==> config.mk <==
export PLATFORM = sky130hd
export DESIGN_NAME = spare_shift_steer
export DESIGN_NICKNAME = d
export VERILOG_FILES = /design/src/rtl/spare_shift_pkg.sv /design/src/rtl/sss_act_decode.sv /design/src/rtl/sss_switch_cell.sv /design/src/rtl/spare_shift_steer.sv
export SDC_FILE = /design/constraint.sdc
export NUM_CORES = 1
export LEC_CHECK = 0
export CORE_MARGIN = 2
export CORE_UTILIZATION = 25
export DETAILED_ROUTE_END_ITERATION = 7
export SETUP_SLACK_MARGIN = 0.2
export SLEW_MARGIN = 20
export SYNTH_ARGS = -nofsm -noshare
export SYNTH_HDL_FRONTEND = slang
export SYNTH_SLANG_ARGS = --single-unit
==> constraint.sdc <==
create_clock -name vclk -period 2.7
set_input_delay 0.81 -clock vclk [all_inputs]
set_output_delay 0.81 -clock vclk [all_outputs]
set_load 0.005 [all_outputs]
==> src/rtl/spare_shift_pkg.sv <==
package spare_shift_pkg;

    // Direction a single select takes through its switch.
    typedef enum logic [1:0] {
        ROUTE_IDLE = 2'd0,
        ROUTE_SELF = 2'd1,
        ROUTE_UP   = 2'd2,
        ROUTE_DOWN = 2'd3
    } route_e;

    // Width of a control field: enough codes to name every repairable position.
    function automatic int field_w(input int q, input bit single);
        int n;
        n = single ? q + 1 : q;
        return (n < 2) ? 1 : $clog2(n);
    endfunction

    // Number of physical positions, spares included.
    function automatic int phys_n(input int q, input bit single);
        return single ? q + 1 : q + 2;
    endfunction

endpackage

==> src/rtl/sss_act_decode.sv <==
// Thermometer decode of one control field into per-position switch activations.
module sss_act_decode #(
    parameter int  FW         = 3,
    parameter int  NP         = 10,
    parameter bit  TOWARD_TOP = 1'b1,
    parameter int  OFS        = 1
) (
    input  logic [FW-1:0] code_i,
    output logic [NP-1:0] act_o
);

    logic live;
    assign live = (code_i != '0);

    for (genvar k = 0; k < NP; k++) begin : g_pos
        if (TOWARD_TOP) begin : g_up
            // positions 0..code shift upward
            assign act_o[k] = live && (int'(code_i) >= k);
        end else if (k - OFS < 0) begin : g_never
            assign act_o[k] = 1'b0;
        end else begin : g_down
            // positions code+OFS..end shift downward
            assign act_o[k] = live && (int'(code_i) <= k - OFS);
        end
    end

endmodule

==> src/rtl/sss_switch_cell.sv <==
// Per-position switch: forwards its own select to itself or one neighbour.
module sss_switch_cell
    import spare_shift_pkg::*;
(
    input  logic own_sel_i,
    input  logic act_top_i,
    input  logic act_bot_i,
    output logic to_self_o,
    output logic to_up_o,
    output logic to_down_o
);

    route_e route;

    always_comb begin
        if (!own_sel_i)     route = ROUTE_IDLE;
        else if (act_top_i) route = ROUTE_UP;
        else if (act_bot_i) route = ROUTE_DOWN;
        else                route = ROUTE_SELF;
    end

    always_comb begin
        to_self_o = 1'b0;
        to_up_o   = 1'b0;
        to_down_o = 1'b0;
        unique case (route)
            ROUTE_SELF: to_self_o = 1'b1;
            ROUTE_UP:   to_up_o   = 1'b1;
            ROUTE_DOWN: to_down_o = 1'b1;
            ROUTE_IDLE: ;
        endcase
    end

endmodule

==> src/rtl/spare_shift_steer.sv <==
module spare_shift_steer
    import spare_shift_pkg::*;
#(
    parameter int Q      = 8,
    parameter bit SINGLE = 1'b0
) (
    input  logic [Q-1:0]                     sel_i,
    input  logic [field_w(Q, SINGLE)-1:0]    fld_top_i,
    input  logic [field_w(Q, SINGLE)-1:0]    fld_bot_i,
    output logic [phys_n(Q, SINGLE)-1:0]     en_o
);

    localparam int FW      = field_w(Q, SINGLE);
    localparam int NP      = phys_n(Q, SINGLE);
    localparam int HOME    = SINGLE ? 0 : 1;
    localparam int BOT_OFS = SINGLE ? -1 : 1;

    logic [NP-1:0] act_top_raw;
    logic [NP-1:0] act_top;
    logic [NP-1:0] act_bot;
    logic [NP-1:0] own_sel;
    logic [NP-1:0] to_self;
    logic [NP-1:0] to_up;
    logic [NP-1:0] to_down;

    sss_act_decode #(
        .FW(FW), .NP(NP), .TOWARD_TOP(1'b1), .OFS(0)
    ) top_dec_i (
        .code_i (fld_top_i),
        .act_o  (act_top_raw)
    );

    sss_act_decode #(
        .FW(FW), .NP(NP), .TOWARD_TOP(1'b0), .OFS(BOT_OFS)
    ) bot_dec_i (
        .code_i (fld_bot_i),
        .act_o  (act_bot)
    );

    // Single-field mode has no upper spare: the upward path is held idle.
    assign act_top = SINGLE ? '0 : act_top_raw;

    for (genvar j = 0; j < NP; j++) begin : g_cell
        if (j >= HOME && j < HOME + Q) begin : g_normal
            assign own_sel[j] = sel_i[j-HOME];
        end else begin : g_spare
            assign own_sel[j] = 1'b0;
        end

        sss_switch_cell cell_i (
            .own_sel_i (own_sel[j]),
            .act_top_i (act_top[j]),
            .act_bot_i (act_bot[j]),
            .to_self_o (to_self[j]),
            .to_up_o   (to_up[j]),
            .to_down_o (to_down[j])
        );
    end

    for (genvar j = 0; j < NP; j++) begin : g_merge
        logic from_below;
        logic from_above;
        if (j + 1 < NP) begin : g_b
            assign from_below = to_up[j+1];
        end else begin : g_nb
            assign from_below = 1'b0;
        end
        if (j > 0) begin : g_a
            assign from_above = to_down[j-1];
        end else begin : g_na
            assign from_above = 1'b0;
        end
        assign en_o[j] = to_self[j] | from_below | from_above;
    end

endmodule

==> results of run 1 <==
per-layer routing:
layer | track usage (%) | vias up | wire length, um
li1 | - | 321 | -
met1 | 22.3 | 306 | 694
met2 | 27.4 | 17 | 899
met3 | 0.417 | 0 | 62
met4 | 0 | 0 | 0
met5 | 0 | - | 0
synth_stat cells (2+ instances only):
library cell,number
sky130_fd_sc_hd__o211ai_1,2
sky130_fd_sc_hd__a31oi_1,3
sky130_fd_sc_hd__a21oi_1,3
sky130_fd_sc_hd__nor2b_1,2
sky130_fd_sc_hd__o221ai_1,3
sky130_fd_sc_hd__nand3b_1,2
sky130_fd_sc_hd__buf_2,4
sky130_fd_sc_hd__buf_4,2
sky130_fd_sc_hd__o21a_1,2
sky130_fd_sc_hd__inv_1,3
sky130_fd_sc_hd__nand3_1,5
sky130_fd_sc_hd__nand2_1,8
sky130_fd_sc_hd__nor2_1,5
final cells by class:
| type | count | area [sq um] | share of cell area, % |
|---|---|---|---|
| inverters | 3 | 11.3 | 1.31 |
| multi-input cells | 54 | 458 | 53.1 |
| well taps | 16 | 20.0 | 2.32 |
| repair buffers | 46 | 373 | 43.3 |
per-stage QoR:
stage                     area (sq um)  setup TNS, ns  setup WS [ns]
final                              862              0          0.125
after global routing               862              0         0.0811
after CTS                          778              0          0.107
after detailed placement           697          -5.65         -0.700
after global placement             697          -5.52         -0.689
after floorplan                    393              0          0.394
worst min-delay path by stage:
stage            startpoint      end  slack [ns]
2_1_floorplan  fld_top_i[0]  en_o[1]        1.68
3_3_place_gp       sel_i[7]  en_o[9]        2.56
3_5_place_dp       sel_i[7]  en_o[9]        2.56
4_1_cts        fld_top_i[0]  en_o[1]        2.02
5_1_grt            sel_i[6]  en_o[8]        2.01
6_report           sel_i[7]  en_o[8]        1.97
repair_timing:
| item | 4_1_cts | 5_1_grt |
|---|---|---|
| gates cloned | 1 | 0 |
| pin swaps | 7 | 7 |
| setup endpoints to repair | 10 | 8 |
| gates resized for setup | 91 | 24 |
| buffers inserted | 6 | 3 |
where the power goes:
part	internal (mW)	leakage (nW)	switching (mW)
Combinational	0.0760	0.390	0.0649
Sequential	0	0	0
Clock	0	0	0
Total	0.0760	0.390	0.0649
cell families (layout without fill, tap and decap cells):
group                  count (synthesis)  after routing
AND/OR/NAND/NOR                       32             32
AO/OA/AOI/OAI                         21             21
buffers and inverters                 10             49
XOR/XNOR                               1              1
worst min-delay path, delay by kind of cell:
kind,cells,cell delay (ns)
compound gates,1,0.05
buf+inv,3,0.31
==> impl_metrics.tcl, run 1 <==
set metrics [dict create \
    synth_xor_area_share_pct 2.23 \
    number_of_antenna_violations_at_the_first_check_in_global_routing 0 \
    outcome "completed" \
    first_global_vias 518 \
    crit_arrival_ns 1.77 \
    timing.critical_path.from_type "primary input" \
    io-pin-count 24 \
    timing.critical_path.cells "buf_6 > buf_6 > buf_12 > a21oi_4 > buf_6 > nand2_4 > o221ai_2 > buf_2" \
    n_sequential_cell 0 \
    critical_path.max_stage_delay_ns 0.16 \
    report.final.hold_viol_count 0 \
    ant_nets 0 \
    synth_top_cells_by_area "sky130_fd_sc_hd__nand2_1, sky130_fd_sc_hd__o221ai_1, sky130_fd_sc_hd__nand3_1" \
    synthDominantAreaCellType "sky130_fd_sc_hd__nand2_1" \
    min_period_ns 2.58 \
    fp.dieW_um 43.6 \
    critical-path-slowest-cell "sky130_fd_sc_hd__o221ai_2" \
    tightestPinTransition_ns 0.209 \
    mappedNetlistArea_sq_um 393 \
    holdBufCountCts 0 \
    synth_fa_ha_area_share_pct 0 \
    initial_core_utilization_pct 26.4 \
    vias 644 \
    worstHoldPathType "primary input to output port" \
    critical_path.endpoint_type "output port" \
    max_cap_viol_count 0 \
    timing.critical_path.max_delay_family "buffers and inverters" \
    most-common-layout-cells "sky130_fd_sc_hd__buf_4, sky130_fd_sc_hd__buf_2, sky130_fd_sc_hd__buf_6" \
    worst_setup_path_startpoint "fld_top_i[2]" \
    timing.final.setup_violations 0 \
    die_footprint_sq_um 1900 \
    worstSetupEndpoint "en_o[4]" \
    synth_top_family_by_area "simple AND/OR/NAND/NOR gates" \
    postSynthAreaPerCell_sq_um 6.14 \
    fin_cells 119 \
    critical_path_cell_count 8 \
    design.core.area_sq_um 1490 \
    port_buffers 24 \
    cpMostUsedCell "sky130_fd_sc_hd__buf_6" \
    synth.lib_cells_used.distinct 33 \
    layout.cells.most_common "sky130_fd_sc_hd__buf_4" \
    post_route_drc_violation_count 0 \
    route.final.wire_length_um 1660 \
    fin_worst_hold_slack_ns 1.97 \
    power.total_mw 0.141 \
    dpl.cell_count 109 \
    worstPathMaxFanout 5 \
    syn_nets 78 \
    hold_path_depth 4 \
    final_util_pct 57.9 \
    detail_route.wl_per_cell_um 13.9 \
    filler_instances 144 \
    rsz0062_at_grt "true" \
    timing_limited_maximum_frequency_mhz 388 \
    worst_slew_margin_rel_pct 85.9 \
    clock_buffer_count 0 \
    critical_path_required_ns 1.89 \
    top_area_cell_type_share_of_the_netlist_area_pct 7.64 \
    timing.final.max_slew_violations 0 \
    p_per_area_nw_per_um2 163 \
    syn2layout_area_growth_pct 119 \
    synth_simple_gate_area_share_pct 44.3 \
    grt_overflow 0 \
    final_nets 119 \
    core.rowCount 14 \
    initialDrtViolationCount 14 \
    layout.area.seq_sq_um 0 \
    detail_placement_hpwl_um 939 \
    cellLeakagePower_nw 0.390 \
    critPathKind "primary input to output port" \
    final.period_utilization_pct 95.4 \
    num_antenna_cells 0 \
    synth.yosys.warnings 0 \
    drive_gt1_share_pct 58.3 \
    route.detailed.vias_per_inst 5.41 \
    global_route.usage.total_pct 15.5 \
    netlist_instances 64 \
    gp_congestion 0.785 \
    path_buf_inv 5 \
    share_of_synthesized_area_spent_on_multiplexers_pct 0 \
    fp.dieH_um 43.6 \
    first_pass_iters 4 \
    grt_pass1_wl_um 2370 \
    synth_compound_gate_area_share_pct 38.9 \
    ir_worst_vdd_v 0.0000693 \
    grt_max_degree 13 \
    yosysSeqAreaShare_pct 0 \
]
No activity file was read; power rests on OpenSTA's default activity.
==> inputs of run 2 (changes only) <==
Settings changed: PLACE_DENSITY from default to 0.55.
==> impl_metrics.tcl, run 2 (synthesized netlist as in run 1, its figures left out) <==
set metrics [dict create \
    outcome "completed" \
    num_antenna_cells 0 \
    final_cell_area_sq_um 797 \
    timing.hold.worst.start "fld_top_i[2]" \
    ant_nets 0 \
    io-pin-count 24 \
    initial_core_utilization_pct 26.4 \
    syn2layout_area_growth_pct 103 \
    n_sequential_cell 0 \
    fin_cells 114 \
    detail_placement_hpwl_um 986 \
    worstPathMaxFanout 3 \
    p_per_area_nw_per_um2 155 \
    clock_power_share_pct 0 \
    power_switching_share_pct 44.3 \
    crit_arrival_ns 1.68 \
    most-common-layout-cells "sky130_fd_sc_hd__buf_4, sky130_fd_sc_hd__nand2_1, sky130_fd_sc_hd__dlygate4sd2_1" \
    ir_worst_vdd_v 0.0000612 \
    final_nets 114 \
    first_global_vias 516 \
    first_pass_iters 4 \
    vias 604 \
    grt_max_degree 13 \
    tns_ns 0 \
    report.final.hold_viol_count 0 \
    drive_gt1_share_pct 49.0 \
    post_route_drc_violation_count 0 \
    dr_wl_met3_um 33 \
    worstHoldPathType "primary input to output port" \
    p_comb_share_pct 100.0 \
    routed-wl-met2_um 630 \
    critical_path_required_ns 1.89 \
    route.final.wire_length_um 1290 \
    timing.final.setup_violations 0 \
    gp_congestion 0.771 \
    design.core.area_sq_um 1490 \
    fp.dieH_um 43.6 \
    global_route.usage.total_pct 13.7 \
    area_post_placement_sq_um 697 \
    worst_slew_margin_rel_pct 84.6 \
    min_period_ns 2.49 \
    route.detailed.vias_per_inst 5.30 \
    port_buffers 24 \
    timing_limited_maximum_frequency_mhz 401 \
    critical_path.endpoint_type "output port" \
    worstSetupEndpoint "en_o[5]" \
    rsz0062_at_grt "true" \
    holdBufCountCts 0 \
    internal_power_mw 0.0688 \
    clock_buffer_count 0 \
    layout.cells.most_common "sky130_fd_sc_hd__buf_4" \
    grt_overflow 0 \
    dpl.cell_count 109 \
    final.period_utilization_pct 92.4 \
    core.rowCount 14 \
    die_footprint_sq_um 1900 \
    max_cap_viol_count 0 \
    wl_met1_um 626 \
    number_of_antenna_violations_at_the_first_check_in_global_routing 0 \
    timing.final.max_slew_violations 0 \
    grt_pass1_wl_um 2140 \
    timing.critical_path.from_type "primary input" \
    fp.dieW_um 43.6 \
    layout.area.seq_sq_um 0 \
    worst_setup_path_startpoint "sel_i[3]" \
    tightestPinTransition_ns 0.229 \
    power_frac_seq_pct 0 \
    detail_route.wl_per_cell_um 11.3 \
    p_sw_mw 0.0548 \
    initialDrtViolationCount 13 \
    top_layer_used "met3" \
    cellLeakagePower_nw 0.369 \
    critPathKind "primary input to output port" \
]
==> run 2: worst min-delay path by stage <==
stage                     endpoint  cells after the start  slack [ns]
after floorplan            en_o[1]                      1        1.68
after CTS                  en_o[3]                      4        1.99
final                      en_o[3]                      4        1.96
after global routing       en_o[3]                      4        2.00
after global placement     en_o[9]                      4        2.55
after detailed placement   en_o[9]                      4        2.56
==> run 2: per-layer routing <==
layer	vias to the layer above	track usage, %
met5	-	0
met1	286	20.3
met4	0	0
met3	0	0
met2	7	23.8
li1	311	-
==> run 2: final cells by class <==
| cell class | count | area (sq um) |
|---|---|---|
| multi-input combinational | 54 | 415 |
| fill | 148 | 692 |
| tap | 16 | 20.0 |
| inverter | 3 | 11.3 |
| timing repair buffer | 41 | 350 |
==> run 2: power groups by stage <==
stage                     Clock (mW)  Combinational [mW]  Sequential [mW]
final                              0               0.124                0
after global routing               0               0.135                0
after CTS                          0               0.112                0
after detailed placement           0               0.116                0
after global placement             0               0.116                0
after floorplan                    0              0.0503                0
==> run 2: repair_timing <==
item	4_1_cts	5_1_grt
setup endpoints to repair	10	6
setup buffers	1	4
pin swaps	5	8
hold endpoints to repair	0	0
resized for setup	83	18
==> run 2: critical path, cell delays in order <==
cell	delay, ns
sky130_fd_sc_hd__dlygate4sd2_1	0.23
sky130_fd_sc_hd__or4b_1	0.44
sky130_fd_sc_hd__nand3_1	0.09
sky130_fd_sc_hd__clkbuf_2	0.11
==> run 2: through the flow <==
stage / worst slack, ns / hold slack, ns / util (%) / total power [mW]
6_report: 0.206 / 1.96 / 53.5 / 0.124
2_1_floorplan: 0.394 / 1.68 / - / 0.0503
3_3_place_gp: -0.708 / 2.55 / 46.8 / 0.116
3_5_place_dp: -0.726 / 2.56 / 46.8 / 0.116
4_1_cts: 0.0498 / 1.99 / 48.2 / 0.112
5_1_grt: 0.170 / 2.00 / 53.5 / 0.135
==> inputs of run 3 (changes only) <==
Settings changed: PLACE_DENSITY 0.55 to 0.51, SYNTH_HIERARCHICAL from default to 1.
Clock period 2.7 ns to 2.2 ns, I/O delays scaled along.
==> impl_metrics.tcl, run 3 <==
set metrics [dict create \
    dr_wl_met3_um 54 \
    detail_placement_hpwl_um 959 \
    synth.yosys.warnings 6 \
    grt_max_degree 9 \
    place_worst_setup_slack_ns -0.940 \
    dpl.cell_count 121 \
    worstHoldPathType "primary input to output port" \
    failing_checks "setup timing" \
    mappedNetlistArea_sq_um 522 \
    area_post_placement_sq_um 836 \
    ir_worst_vdd_v 0.0000678 \
    timing.critical_path.cells "buf_6 > buf_8 > nor3_4 > buf_4 > inv_2 > and3b_1 > or2_4 > buf_6" \
    number_of_antenna_violations_at_the_first_check_in_global_routing 0 \
    grt_pass1_wl_um 2030 \
    clock_power_share_pct 0 \
    num_antenna_cells 0 \
    most-common-layout-cells "sky130_fd_sc_hd__buf_4, sky130_fd_sc_hd__nor3b_2, sky130_fd_sc_hd__or3_1, sky130_fd_sc_hd__and3b_1, sky130_fd_sc_hd__buf_2" \
    initial_core_utilization_pct 26.6 \
    cpMostUsedCell "sky130_fd_sc_hd__buf_6" \
    power.total_mw 0.171 \
    core.rowCount 16 \
    postSynthAreaPerCell_sq_um 7.67 \
    timing.critical_path.from_type "primary input" \
    syn2layout_area_growth_pct 86.1 \
    gp_congestion 0.709 \
    routed-wl-met2_um 607 \
    critical_path.max_stage_delay_ns 0.22 \
    cellLeakagePower_nw 0.483 \
    worstPathMaxFanout 6 \
    timing.final.max_slew_violations 0 \
    design.core.area_sq_um 1960 \
    critical_path_required_ns 1.54 \
    vias 550 \
    netlist_instances 68 \
    wl_met1_um 542 \
    n_sequential_cell 0 \
    fp.dieW_um 49.7 \
    critPathKind "primary input to output port" \
    port_buffers 24 \
    max_cap_viol_count 0 \
    grt_overflow 0 \
    route.final.wire_length_um 1200 \
    final_util_pct 49.5 \
    timing_limited_maximum_frequency_mhz 413 \
    final.period_utilization_pct 110 \
    first_pass_iters 2 \
    report.final.hold_viol_count 0 \
    drive_gt1_share_pct 65.0 \
    internal_power_mw 0.109 \
    ant_nets 0 \
    critical_path.endpoint_type "output port" \
    route.detailed.vias_per_inst 4.23 \
    initialDrtViolationCount 1 \
    p_per_area_nw_per_um2 176 \
    holdBufCountCts 0 \
    layout.area.seq_sq_um 0 \
    power_frac_seq_pct 0 \
    clock_buffer_count 0 \
    power_switching_share_pct 36.1 \
    top_layer_used "met3" \
    first_global_vias 484 \
    detail_route.wl_per_cell_um 9.26 \
    p_sw_mw 0.0615 \
    io-pin-count 24 \
    post_route_drc_violation_count 0 \
    fin_ws_ns -0.222 \
    min_period_ns 2.42 \
    fin_cells 130 \
    final_nets 119 \
    critical-path-slowest-cell "sky130_fd_sc_hd__nor3_4" \
    crit_arrival_ns 1.76 \
    path_buf_inv 5 \
    rsz0062_at_grt "true" \
    p_comb_share_pct 100.0 \
    timing.critical_path.max_delay_family "simple AND/OR/NAND/NOR gates" \
    die_footprint_sq_um 2470 \
    outcome "finished with violations" \
    global_route.usage.total_pct 9.61 \
    final_cell_area_sq_um 971 \
    fp.dieH_um 49.7 \
    timing.final.setup_violations 10 \
]
run 3: layer usage:
layer / vias to the layer above / track usage [%]
met1: 248 / 13.2
met2: 10 / 17.1
met3: 0 / 0.909
met5: - / 0
met4: 0 / 0
li1: 292 / -
run 3: power by group through the flow:
stage | logic [mW] | clock network [mW] | registers, mW
floorplan | 0.0800 | 0 | 0
global placement | 0.148 | 0 | 0
detailed placement | 0.148 | 0 | 0
CTS | 0.163 | 0 | 0
global route | 0.185 | 0 | 0
finish | 0.171 | 0 | 0
run 3: layout make-up:
class              instances  area (sq um)
fillers                  212           991
multi-input cells         63           569
repair buffers            39           364
well taps                 27          33.8
inverters                  1          3.75
run 3: worst paths after layout:
| check | from | end | slack [ns] | cells after the start |
|---|---|---|---|---|
| worst max-delay path | fld_bot_i[1] | en_o[9] | -0.22 | 8 |
| worst min-delay path | sel_i[3] | en_o[3] | 1.75 | 4 |
run 3: timing repair:
| action | in CTS | in global routing |
|---|---|---|
| pin swaps | 16 | 14 |
| buffers inserted | 7 | 2 |
| hold endpoints to repair | 0 | 0 |
| setup endpoints to repair | 10 | 10 |
| gates resized for setup | 96 | 6 |
run 3: metrics by stage:
step,hold slack [ns],setup TNS (ns)
6_report,1.75,-1.71
5_1_grt,1.81,-2.21
4_1_cts,1.82,-1.73
3_5_place_dp,2.52,-9.04
3_3_place_gp,2.52,-8.99
2_1_floorplan,1.52,0
